===== src/rtl/ispace_pkg.sv =====
package ispace_pkg;
   typedef enum logic [1:0] {
      SPACE_IDLE = 2'd0,
      SPACE_REG  = 2'd1,
      SPACE_IO   = 2'd2,
      SPACE_BAD  = 2'd3
   } space_e;

   localparam logic [15:0] PORT_CFG_ADDR = 16'h0CF8;
   localparam logic [15:0] PORT_WINDOW   = 16'h0CFC;
   localparam int unsigned PORT_W        = 16;
   localparam int unsigned CFG_W         = 32;
endpackage


===== src/rtl/ispace_classify.sv =====
module ispace_classify
   import ispace_pkg::*;
#(
   parameter int unsigned ADDR_W   = 64,
   parameter int unsigned PFX_LSB  = 32,
   parameter int unsigned REG_CODE = 1,
   parameter int unsigned IO_CODE  = 2
) (
   input  logic                valid,
   input  logic [ADDR_W-1:0]   addr,
   output space_e              space,
   output logic [PFX_LSB-1:0]  offset
);
   localparam int unsigned SH_W  = ADDR_W - 3;
   localparam int unsigned PFX_W = SH_W - PFX_LSB;

   initial begin
      assert (PFX_LSB >= PORT_W) else $error("PFX_LSB must cover a 16-bit port");
      assert (SH_W > PFX_LSB) else $error("ADDR_W leaves no prefix field");
   end

   logic [SH_W-1:0]  shifted;
   logic [PFX_W-1:0] code;

   assign shifted = addr[ADDR_W-1:3];
   assign code    = shifted[SH_W-1:PFX_LSB];
   assign offset  = shifted[PFX_LSB-1:0];

   always_comb begin
      if (!valid)                       space = SPACE_IDLE;
      else if (code == PFX_W'(REG_CODE)) space = SPACE_REG;
      else if (code == PFX_W'(IO_CODE))  space = SPACE_IO;
      else                               space = SPACE_BAD;
   end
endmodule


===== src/rtl/ispace_io_steer.sv =====
module ispace_io_steer
   import ispace_pkg::*;
#(
   parameter int unsigned     PA_W          = 64,
   parameter int unsigned     OFS_W         = 32,
   parameter logic [PA_W-1:0] IO_PFX        = 64'h8000_0000_0000_0000,
   parameter logic [PA_W-1:0] CFG_PFX       = 64'hC000_0000_0000_0000,
   parameter logic [PA_W-1:0] CFG_REG_PADDR = 64'h0000_0000_0000_0400
) (
   input  logic [OFS_W-1:0] offset,
   input  logic [3:0]       size,
   input  logic [CFG_W-1:0] cfg,
   output logic             port_bad,
   output logic             cfg_hit,
   output logic             regmap,
   output logic             uncache,
   output logic [PA_W-1:0]  paddr
);
   localparam logic [PORT_W-1:0] WIN_MASK = ~PORT_W'(3);

   initial begin
      assert (PA_W >= CFG_W) else $error("PA_W narrower than config address");
      assert (PA_W > PORT_W) else $error("PA_W narrower than a port");
   end

   logic [PORT_W-1:0] port;
   logic              in_window;
   assign port = offset[PORT_W-1:0];

   generate
      if (OFS_W > PORT_W) begin : g_range_chk
         assign port_bad = |offset[OFS_W-1:PORT_W];
      end else begin : g_no_range_chk
         assign port_bad = 1'b0;
      end
   endgenerate

   assign cfg_hit   = (port == PORT_CFG_ADDR) && (size == 4'd4);
   assign in_window = (port & WIN_MASK) == PORT_WINDOW;

   always_comb begin
      regmap  = 1'b0;
      uncache = 1'b1;
      paddr   = IO_PFX | PA_W'(port);
      if (cfg_hit) begin
         regmap  = 1'b1;
         uncache = 1'b0;
         paddr   = CFG_REG_PADDR;
      end else if (in_window && cfg[CFG_W-1]) begin
         paddr = CFG_PFX | PA_W'({cfg[CFG_W-2:2], port[1:0]});
      end
   end
endmodule


===== src/rtl/ispace_cfg_reg.sv =====
module ispace_cfg_reg
   import ispace_pkg::*;
#(
   parameter logic [CFG_W-1:0] RESET_VAL = '0
) (
   input  logic             clk,
   input  logic             rst_n,
   input  logic             load,
   input  logic [CFG_W-1:0] wdata,
   output logic [CFG_W-1:0] value
);
   always_ff @(posedge clk or negedge rst_n) begin
      if (!rst_n)    value <= RESET_VAL;
      else if (load) value <= wdata;
   end
endmodule


===== src/rtl/ispace_decoder.sv =====
module ispace_decoder
   import ispace_pkg::*;
#(
   parameter int unsigned     ADDR_W        = 64,
   parameter int unsigned     PA_W          = 64,
   parameter int unsigned     PFX_LSB       = 32,
   parameter int unsigned     REG_CODE      = 1,
   parameter int unsigned     IO_CODE       = 2,
   parameter logic [PA_W-1:0] IO_PFX        = 64'h8000_0000_0000_0000,
   parameter logic [PA_W-1:0] CFG_PFX       = 64'hC000_0000_0000_0000,
   parameter logic [PA_W-1:0] CFG_REG_PADDR = 64'h0000_0000_0000_0400
) (
   input  logic              clk,
   input  logic              rst_n,
   input  logic              req_valid,
   input  logic [ADDR_W-1:0] req_addr,
   input  logic [3:0]        req_size,
   input  logic              req_write,
   input  logic [31:0]       req_wdata,
   output logic [PA_W-1:0]   rsp_paddr,
   output logic              rsp_uncache,
   output logic              rsp_regmap,
   output logic              rsp_err,
   output logic [31:0]       rsp_rdata
);
   initial begin
      assert (PA_W >= PFX_LSB + 3) else $error("PA_W too small for register offsets");
      assert (REG_CODE != IO_CODE) else $error("space codes must differ");
   end

   space_e             space;
   logic [PFX_LSB-1:0] offset;
   logic               port_bad, cfg_hit, io_regmap, io_uncache, cfg_load;
   logic [PA_W-1:0]    io_paddr;
   logic [CFG_W-1:0]   cfg_q;

   ispace_classify #(
      .ADDR_W(ADDR_W), .PFX_LSB(PFX_LSB), .REG_CODE(REG_CODE), .IO_CODE(IO_CODE)
   ) u_classify (
      .valid(req_valid), .addr(req_addr), .space(space), .offset(offset)
   );

   ispace_io_steer #(
      .PA_W(PA_W), .OFS_W(PFX_LSB), .IO_PFX(IO_PFX), .CFG_PFX(CFG_PFX),
      .CFG_REG_PADDR(CFG_REG_PADDR)
   ) u_steer (
      .offset(offset), .size(req_size), .cfg(cfg_q), .port_bad(port_bad),
      .cfg_hit(cfg_hit), .regmap(io_regmap), .uncache(io_uncache), .paddr(io_paddr)
   );

   assign cfg_load = (space == SPACE_IO) && !port_bad && cfg_hit && req_write;

   ispace_cfg_reg u_cfg (
      .clk(clk), .rst_n(rst_n), .load(cfg_load), .wdata(req_wdata), .value(cfg_q)
   );

   always_comb begin
      rsp_paddr   = '0;
      rsp_uncache = 1'b0;
      rsp_regmap  = 1'b0;
      rsp_err     = 1'b0;
      rsp_rdata   = '0;
      unique case (space)
         SPACE_REG: begin
            rsp_regmap = 1'b1;
            rsp_paddr  = PA_W'({offset, 3'b000});
         end
         SPACE_IO: begin
            if (port_bad) begin
               rsp_err = 1'b1;
            end else begin
               rsp_paddr   = io_paddr;
               rsp_uncache = io_uncache;
               rsp_regmap  = io_regmap;
               if (cfg_hit) rsp_rdata = cfg_q;
            end
         end
         SPACE_BAD:  rsp_err = 1'b1;
         default: ;
      endcase
   end
endmodule


===== config.mk =====
export PLATFORM = sky130hd
export DESIGN_NAME = ispace_decoder
export DESIGN_NICKNAME = d
export VERILOG_FILES = /design/src/rtl/ispace_pkg.sv /design/src/rtl/ispace_classify.sv /design/src/rtl/ispace_io_steer.sv /design/src/rtl/ispace_cfg_reg.sv /design/src/rtl/ispace_decoder.sv
export SDC_FILE = /design/constraint.sdc
export NUM_CORES = 1
export LEC_CHECK = 0
export BUFFER_PORTS_ARGS = -buffer_cell sky130_fd_sc_hd__buf_4
export CAP_MARGIN = 25
export CORE_MARGIN = 3
export CORE_UTILIZATION = 42
export CTS_BUF_LIST = sky130_fd_sc_hd__clkbuf_16
export DETAILED_ROUTE_END_ITERATION = 7
export PLACE_DENSITY = 0.87
export SYNTH_ARGS = -nofsm -noshare
export SYNTH_HDL_FRONTEND = slang
export SYNTH_SLANG_ARGS = --single-unit
export TNS_END_PERCENT = 5

===== constraint.sdc =====
create_clock -name clk -period 4.1 [get_ports clk]
set_input_delay 0.82 -clock clk [delete_from_list [all_inputs] [get_ports clk]]
set_output_delay 0.82 -clock clk [all_outputs]
set_load 0.1 [all_outputs]

==> summary.txt, run 1 <==
Final hold vios: 0
I/O Pins: 203
Worst setup EP type: output pin
Post-Syn Area per Cell: 9.96 um2
DRC viols: 0
Synth Area in Simple Gates: 0.234
# Max-Cap Violations: 0
Worst hold slack: 0.485 ns
DP HPWL: 6780 um
Largest net degree at the start of global routing: 35
Initial Utilization: 0.448
P&R area growth vs syn: 59.8%
1st-iter DRT viols: 101
WS Path Type: in -> out
H-tree depth: 2
Layout Utilization: 0.716
Synth Area in Compound Gates: 0.143
Post-DP Area: 3610 um2
Cell area after synthesis: 2360 um2
Worst-Margin Slew: 0.507 ns
Crit path max fanout: 32
Fill count: 423
Cell Rows: 26
Clock root buffer: clkbuf_16
Main combinational cell family by area after synthesis: simple AND/OR/NAND/NOR gates
Post-Synth Adder-Cell Area: 0
Clock latency on the worst-skew pair: 0.27 ns
GR Util All Layers: 0.246
Worst R2R Path Depth: 1
Post-Synth XOR/XNOR Area: 0
Vert. Die Dim: 81.0 um
Pwr Total: 0.945 mW
Resized cells post-CTS: 0
# diodes: 0
GRT overflow: 0
Max reg flops: 32
Async set-reset flop share out of synthesis: 1.00
Crit path DAT: 2.91 ns
Synth cell types: 41
Status: finished, final reports clean
WP data required: 3.28 ns
Top Registers: u_cfg.value (32)
Port Buffer Count: 172
Top cells by count, synth: dfrtp_1, and3_1, mux2_2
Setup TNS Final: 0 ns
Startpoint types: input pin
Placeable core region: 5270 um2
Post-synth top area share: 0.339
EDFF count, synth: 0
RSZ-0062 raised after global routing: no
Nets: 511
Dpl ws: 0.367 ns
First-pass GRT wire length: 12,400 um
Full die area: 6560 um2
Hold-fix buffers, CTS: 0
Multiplexer share of the synthesized area: 0.153
Pre-Repair DR Iteration Count: 4
WL per Instance: 17.9 um
Finished Cell Area: 3770 um2
Clk sinks: 32
Placed cells: 470
Die width: 81.0 um
Most area-hungry cell type in the Yosys netlist: dfrtp_1
Top cells by area, synth: dfrtp_1, mux2_2, buf_4
Setup ws final: 0.373 ns
FMAX: 268 MHz
CTS tree: done
# Post-CTS Setup Buffers: 0
Count of final setup violators: 0
Tcrit/Tclk final: 0.909
Final Wtd Congestion: 0.821
Power density over the cells: 251 nW/um2
Final Max Tran Viols: 0
Via density: 5.38
Layout Skew: 0 ns
Yosys warnings: 0
Post-DRT Antenna Nets: 0
Post-synthesis cell count: 237
Yosys reg bits: 32
Top_reg_cell synth: dfrtp_1
Vias: 2,574
Count leader, synth: dfrtp_1
Reg clk slew, reported paths: 0.06 ns
Drt total wl: 8560 um
Sequential share of the synthesized area: 0.339
Initial antenna violation count: 0
Final worst path period need: 3.73 ns
Share of post-route cells with drive strength above 1: 0.586
Post-Layout Cell Count: 478
Most flops, register: u_cfg.value
Vias in the first global route: 2,604
Rel. slew slack: 0.661
TritonCTS buffer count: 5
P_leak: 2.14 nW
VDD IR-drop max: 189 uV
Clk buf depth: 2
Hold crit path type: in -> async
-- per-layer routing --
| metal | track usage | vias up | part of all wire |
|---|---|---|---|
| li1 | - | 1181 | - |
| met1 | 0.265 | 1260 | 0.36 |
| met2 | 0.471 | 125 | 0.55 |
| met3 | 0.0687 | 8 | 0.084 |
| met4 | 0.0557 | 0 | 0.010 |
| met5 | 0 | - | 0 |
-- final cells by class --
| cell class | count | area, um2 | share of cell area |
|---|---|---|---|
| clock inverter | 3 | 37.5 | 0.00995 |
| clock buffer | 5 | 125 | 0.0332 |
| tap | 70 | 87.6 | 0.0232 |
| multi-input combinational | 185 | 1360 | 0.359 |
| inverter | 2 | 7.51 | 0.00199 |
| timing repair buffer | 181 | 1360 | 0.360 |
| sequential | 32 | 801 | 0.212 |
-- layout by cell type, fill, tap and decap left out, types with 2 or more instances in the layout --
master / n
nand4_1: 4
mux2_2: 29
a22o_2: 12
nor4_1: 9
clkinv_1: 2
inv_1: 2
clkbuf_16: 5
dfrtp_1: 32
a22o_1: 3
nor4b_1: 2
nor2_1: 4
and2_1: 7
o21ai_0: 7
nand3_1: 3
nand2_1: 4
o2bb2ai_1: 11
and4b_1: 2
a21oi_1: 7
conb_1: 27
and3_1: 30
buf_4: 181
mux2_1: 3
and3_2: 4
nor3_1: 2
-- kinds of logic (layout without fill, tap and decap cells) --
logic type | after synthesis | in the layout
compound gates | 43 | 43
simple gates | 83 | 83
buf+inv | 46 | 191
mux | 32 | 32
flops | 32 | 32
other cells | 1 | 27
-- final timing paths --
| check | from | end | slack [ns] |
|---|---|---|---|
| worst max-delay path | req_addr[44] | rsp_paddr[18] | 0.37 |
| worst min-delay path | rst_n | u_cfg.value[25] | 0.49 |
| worst max register to register | u_cfg.value[31] | u_cfg.value[31] | 3.23 |
| worst min register to register | u_cfg.value[4] | u_cfg.value[4] | 0.51 |
| max in group asynchronous | rst_n | u_cfg.value[22] | 3.30 |
| min in group clk | u_cfg.value[4] | u_cfg.value[4] | 0.51 |
-- critical path, cell delays in order --
cell,delay (ns)
buf_4,0.11
nor4_1,0.42
nand3_1,0.25
or2_2,0.36
nor2b_2,0.11
buf_4,0.34
a22o_2,0.21
buf_4,0.28
-- report_power, final --
group	switching [mW]	total (mW)	internal [mW]
sequential	0	0.316	0.316
combinational	0.145	0.212	0.0667
clock	0.135	0.417	0.282
total	0.280	0.945	0.665
(Power assumes the default switching activity.)
==> run 2, diff against run 1 <==
--- a/config.mk
+++ b/config.mk
@@ -5,10 +5,11 @@
 export SDC_FILE = /design/constraint.sdc
 export NUM_CORES = 1
 export LEC_CHECK = 0
+export ABC_AREA = 1
 export BUFFER_PORTS_ARGS = -buffer_cell sky130_fd_sc_hd__buf_4
 export CAP_MARGIN = 25
 export CORE_MARGIN = 3
-export CORE_UTILIZATION = 42
+export CORE_UTILIZATION = 44
 export CTS_BUF_LIST = sky130_fd_sc_hd__clkbuf_16
 export DETAILED_ROUTE_END_ITERATION = 7
 export PLACE_DENSITY = 0.87
==> run 2 against run 1 <==
Net effect:
- critical endpoint is now rsp_rdata[21]
- critical path depth grew 1
- first-iteration DRC count grew 120%
- largest cell class is now multi-input combinational cells
- register-to-register slack improved by 0.14 ns
==> summary.txt, run 2 <==
Reg clk slew, reported paths: 0.05 ns (about the same)
Async set-reset flop share out of synthesis: 1.00 (unchanged)
Setup TNS Final: 0 ns (unchanged)
Top Registers: u_cfg.value (32)
Pre-Repair DR Iteration Count: 5 (+1)
Most common cell after layout, fill and taps aside: buf_4
# Post-CTS Setup Buffers: 0 (unchanged)
Hold-fix buffers, CTS: 0 (unchanged)
Clk sinks: 32 (unchanged)
Register area: 801 um2 (unchanged)
Top cells by area, synth: dfrtp_1, nand2_1, nor2_1
Port Buffer Count: 172 (unchanged)
# diodes: 0 (unchanged)
VDD IR-drop max: 186 uV (-1.7%)
Worst setup EP type: output pin
WL per Instance: 14.3 um (-20%)
RR Endpoint: u_cfg.value[31]
WS Path Type: in -> out
R2R setup slack: 3.37 ns (+0.14 ns)
TritonCTS buffer count: 5 (unchanged)
Post-DRT Antenna Nets: 0 (unchanged)
Pwr Total: 0.954 mW (+0.87%)
Yosys warnings: 0 (unchanged)
Crit path DAT: 2.95 ns (+0.04 ns)
Final hold vios: 0 (unchanged)
RSZ-0062 raised after global routing: no
Most frequent cells in the layout: buf_4, nand2_1, nor2_1
Rel. slew slack: 0.544 (-0.117)
Worst-Margin Slew: 0.681 ns (+0.174 ns)
Initial Utilization: 0.473 (+0.0245)
Post-DP Area: 3910 um2 (+8.4%)
Clock root buffer: clkbuf_16
GR Util All Layers: 0.264 (+0.0180)
Post-Syn Area per Cell: 6.14 um2 (-38%)
Top_reg_cell synth: dfrtp_1
Cell Rows: 27 (+3.8%)
Synth cell types: 28 (-32%)
DP HPWL: 7380 um (+8.9%)
Full die area: 7150 um2 (+9.0%)
Most area-hungry cell type in the Yosys netlist: dfrtp_1
Final Max Tran Viols: 0 (unchanged)
First-pass GRT wire length: 15,800 um (+27%)
Clock latency on the worst-skew pair: 0.27 ns (about the same)
Vias in the first global route: 3,362 (+29%)
Crit path max fanout: 34 (+6.3%)
Final worst path period need: 3.77 ns (+0.0392 ns)
Yosys reg bits: 32 (unchanged)
Die width: 84.5 um (+4.4%)
FMAX: 266 MHz (-1.0%)
Initial antenna violation count: 0 (unchanged)
WP data required: 3.28 ns (about the same)
P&R area growth vs syn: 50.2%
Power density over the cells: 234 nW/um2 (-6.6%)
Startpoint types: input pin
Cell area after synthesis: 2710 um2 (+15%)
Worst r2r src: u_cfg.value[31]
Status: finished, final reports clean
Share of post-route cells with drive strength above 1: 0.318 (-0.267)
Hold depth: 2
Top cells by count, synth: nand2_1, nor2_1, inv_1
Resized cells post-CTS: 0 (unchanged)
H-tree depth: 2 (unchanged)
Placeable core region: 5740 um2 (+9.0%)
CTS tree: done
Fill count: 492 (+16%)
Post-synthesis cell count: 442 (+86%)
DRC viols: 0 (unchanged)
Via density: 5.12 (-4.8%)
# Max-Cap Violations: 0 (unchanged)
Multi-input logic area: 1490 um2 (+10%)
Layout Skew: 0 ns (unchanged)
Worst hold slack: 0.472 ns (-0.0136 ns)
Worst R2R Path Depth: 2 (+1)
1st-iter DRT viols: 223 (+120%)
I/O Pins: 203 (unchanged)
GRT overflow: 0 (unchanged)
HP Start: u_cfg.value[14]
Clk buf depth: 2 (unchanged)
Drt total wl: 9680 um (+13%)
Tcrit/Tclk final: 0.919 (+0.00957)
Sequential share of the synthesized area: 0.295 (-0.0441)
P_leak: 2.25 nW (+5.0%)
Final Wtd Congestion: 0.861 (+4.8%)
Finished Cell Area: 4080 um2 (+8.0%)
Nets: 709 (+39%)
EDFF count, synth: 0 (unchanged)
Vias: 3,474 (+35%)
Post-synth top area share: 0.295 (-0.0441)
Vert. Die Dim: 84.5 um (+4.4%)
Count of final setup violators: 0 (unchanged)
Largest net degree at the start of global routing: 35 (unchanged)
Hold EP: u_cfg.value[14]
Count leader, synth: nand2_1
Max reg flops: 32 (unchanged)
Most flops, register: u_cfg.value
Hold crit path type: reg -> reg
==> run 2: layout make-up <==
type,count,area share
Sequential cell,32,0.196
Inverter,54,0.0497
Multi-Input combinational cell,335,0.366
Timing Repair Buffer,177,0.326
Tap cell,72,0.0221
Clock inverter,3,0.00921
Clock buffer,5,0.0307
==> run 2: critical path: stages <==
cell	delay (ns)
buf_4	0.12
nor2_1	0.18
nand3_1	0.15
nor2_1	0.20
nand4_2	0.30
inv_2	0.16
nand2_2	0.40
nor2_1	0.28
buf_4	0.33
==> run 2: worst max-delay path by stage <==
| stage | cells past startpoint | from | to |
|---|---|---|---|
| floorplan | 6 | req_addr[52] | rsp_paddr[19] |
| global placement | 10 | req_addr[52] | rsp_rdata[14] |
| detailed placement | 10 | req_addr[52] | rsp_rdata[21] |
| CTS | 10 | req_addr[52] | rsp_rdata[21] |
| global route | 10 | req_addr[52] | rsp_rdata[21] |
| finish | 9 | req_addr[16] | rsp_rdata[21] |
==> run 2: per-stage QoR <==
step                       util  instances  setup WS [ns]
final                     0.710        678          0.334
after global routing      0.710        678          0.145
after CTS                 0.710        678          0.346
after detailed placement  0.681        670          0.365
after global placement    0.681        670          0.359
after floorplan               -        468         -0.429
==> run 2: routing by layer <==
metal / wire length (um) / share of wire / global-route usage / vias to the layer above
li1: - / - / - / 1676
met1: 3620 / 0.37 / 0.322 / 1578
met2: 4850 / 0.50 / 0.457 / 194
met3: 903 / 0.093 / 0.0618 / 26
met4: 299 / 0.031 / 0.0878 / 0
met5: 0 / 0 / 0 / -
==> run 2: cells by family (layout without fill, tap and decap cells) <==
| kind of cell | after synthesis | count (layout) | share of synthesized area |
|---|---|---|---|
| AND/OR/NAND/NOR | 282 | 282 | 0.461 |
| buffers and inverters | 101 | 239 | 0.192 |
| other | 1 | 27 | 0.00138 |
| AO/OA/AOI/OAI | 26 | 26 | 0.0512 |
| flip-flops | 32 | 32 | 0.295 |
==> run 2: power breakdown <==
part | internal, mW | switching [mW]
Clock | 0.282 | 0.129
Combinational | 0.0689 | 0.158
Sequential | 0.316 | 0
Total | 0.667 | 0.287
==> run 3, diff against run 2 <==
--- a/config.mk
+++ b/config.mk
@@ -13,6 +13,7 @@
 export CTS_BUF_LIST = sky130_fd_sc_hd__clkbuf_16
 export DETAILED_ROUTE_END_ITERATION = 7
 export PLACE_DENSITY = 0.87
+export REMOVE_ABC_BUFFERS = 1
 export SYNTH_ARGS = -nofsm -noshare
 export SYNTH_HDL_FRONTEND = slang
 export SYNTH_SLANG_ARGS = --single-unit
==> run 3 against run 2 <==
Net effect:
- sequential cell count unchanged
- via count increased by 0.75%
- routed wire length decreased by 1.5%
- critical path type unchanged
- critical endpoint is now rsp_rdata[13]
- largest power group unchanged
- highest routed layer unchanged
==> summary.txt, run 3 (synthesis results as in run 2) <==
Vert. Die Dim: 84.5 um (unchanged)
Crit path max fanout: 34 (unchanged)
Reg clk slew, reported paths: 0.05 ns (about the same)
WP data required: 3.28 ns (about the same)
WL per Instance: 14.0 um (-1.7%)
P&R area growth vs syn: 49.6%
Dpl ws: 0.428 ns (+0.0634 ns)
WS Path Type: in -> out
FMAX: 268 MHz (+1.0%)
Count of final setup violators: 0 (unchanged)
Share of post-route cells with drive strength above 1: 0.321 (+0.00277)
Clock latency on the worst-skew pair: 0.27 ns (about the same)
R2R setup slack: 3.41 ns (+0.04 ns)
# Post-CTS Setup Buffers: 0 (unchanged)
1st-iter DRT viols: 275 (+23%)
Setup TNS Final: 0 ns (unchanged)
First-pass GRT wire length: 15,300 um (-3.4%)
Crit path DAT: 2.91 ns (-0.04 ns)
Slowest stage delay, CP: 0.40 ns (about the same)
Setup ws final: 0.372 ns (+0.0383 ns)
Worst hold slack: 0.473 ns (+0.00154 ns)
Full die area: 7150 um2 (unchanged)
Pwr Total: 0.894 mW (-6.2%)
Tcrit/Tclk final: 0.909 (-0.00935)
Post-DP Area: 3920 um2 (+0.19%)
Vias: 3,500 (+0.75%)
Top delay family on crit path: simple AND/OR/NAND/NOR gates
Max reg flops: 32 (unchanged)
Largest net degree at the start of global routing: 35 (unchanged)
H-tree depth: 2 (unchanged)
Post-Layout Cell Count: 679 (+0.15%)
Most frequent cells in the layout: buf_4, nand2_1, nor2_1
Status: finished, final reports clean
Cell Rows: 27 (unchanged)
Drt total wl: 9530 um (-1.5%)
Final hold vios: 0 (unchanged)
Hold crit path type: reg -> reg
Hold-fix buffers, CTS: 0 (unchanged)
DP HPWL: 7370 um (-0.19%)
Top Registers: u_cfg.value (32)
Placed cells: 671 (+0.15%)
Final worst path period need: 3.73 ns (-0.0383 ns)
Layout Skew: 0 ns (unchanged)
VDD IR-drop max: 188 uV (+1.1%)
Nets: 710 (+0.14%)
Worst setup EP type: output pin
Pre-Repair DR Iteration Count: 5 (unchanged)
Via density: 5.15 (+0.60%)
Post-DRT Antenna Nets: 0 (unchanged)
# Max-Cap Violations: 0 (unchanged)
Placeable core region: 5740 um2 (unchanged)
P_leak: 2.25 nW (about the same)
Clock root buffer: clkbuf_16
Startpoint types: input pin
Most used cell, CP: nor2_1
Finished Cell Area: 4060 um2 (-0.40%)
Worst-Margin Slew: 0.693 ns (+0.0120 ns)
Power density over the cells: 220 nW/um2 (-5.8%)
Final Wtd Congestion: 0.948 (+10%)
Initial Utilization: 0.473 (unchanged)
Clk sinks: 32 (unchanged)
GRT overflow: 0 (unchanged)
Slowest stage cell, crit path: nand2_2
CTS tree: done
Most common cell after layout, fill and taps aside: buf_4
Die width: 84.5 um (unchanged)
I/O Pins: 203 (unchanged)
Rel. slew slack: 0.536 (-0.00801)
Vias in the first global route: 3,346 (-0.48%)
Port Buffer Count: 172 (unchanged)
DRC viols: 0 (unchanged)
Critical path cell sequence: buf_4 > nor2_1 > nand3_1 > nor2_1 > nand4_2 > inv_2 > nand2_2 > nor2_1 > buf_4
RSZ-0062 raised after global routing: no
GR Util All Layers: 0.256 (-0.00772)
Layout Utilization: 0.707 (-0.00283)
Initial antenna violation count: 0 (unchanged)
WP buf/inv: 3 (unchanged)
# diodes: 0 (unchanged)
TritonCTS buffer count: 5 (unchanged)
Clk buf depth: 2 (unchanged)
Final Max Tran Viols: 0 (unchanged)
Resized cells post-CTS: 0 (unchanged)
Most flops, register: u_cfg.value
-- run 3: final timing paths --
path | endpoint | from | depth (start not counted)
min | u_cfg.value[1] | u_cfg.value[1] | 2
max reg2reg | u_cfg.value[31] | u_cfg.value[31] | 2
max | rsp_rdata[13] | req_addr[16] | 9
min in group asynchronous | u_cfg.value[11] | rst_n | 1
min reg2reg | u_cfg.value[1] | u_cfg.value[1] | 2
max in group asynchronous | u_cfg.value[25] | rst_n | 1
-- run 3: area by class of cell --
class	instances	area [um2]
fill	510	1680
clock buffer	5	125
inverter	54	203
tap	72	90.1
timing repair buffer	178	1340
multi-input combinational	335	1490
clock inverter	3	13.8
sequential	32	801
-- run 3: worst reg2reg max path: cells and delay by family (launching register included) --
family           cells  cell delay (ns)
and+or+nand+nor      2             0.15
DFF                  1             0.43
-- run 3: per-layer routing --
metal  global-route usage  wire length (um)  vias up
li1                     -                 -     1671
met2                0.455              4710      195
met5                    0                 0        -
met3               0.0471               896       30
met1                0.301              3580     1604
met4                0.108               342        0
-- run 3: where the power goes --
part	switching (mW)	internal, mW	total (mW)
Sequential	0	0.316	0.316
Combinational	0.159	0.0689	0.228
Clock	0.130	0.220	0.351
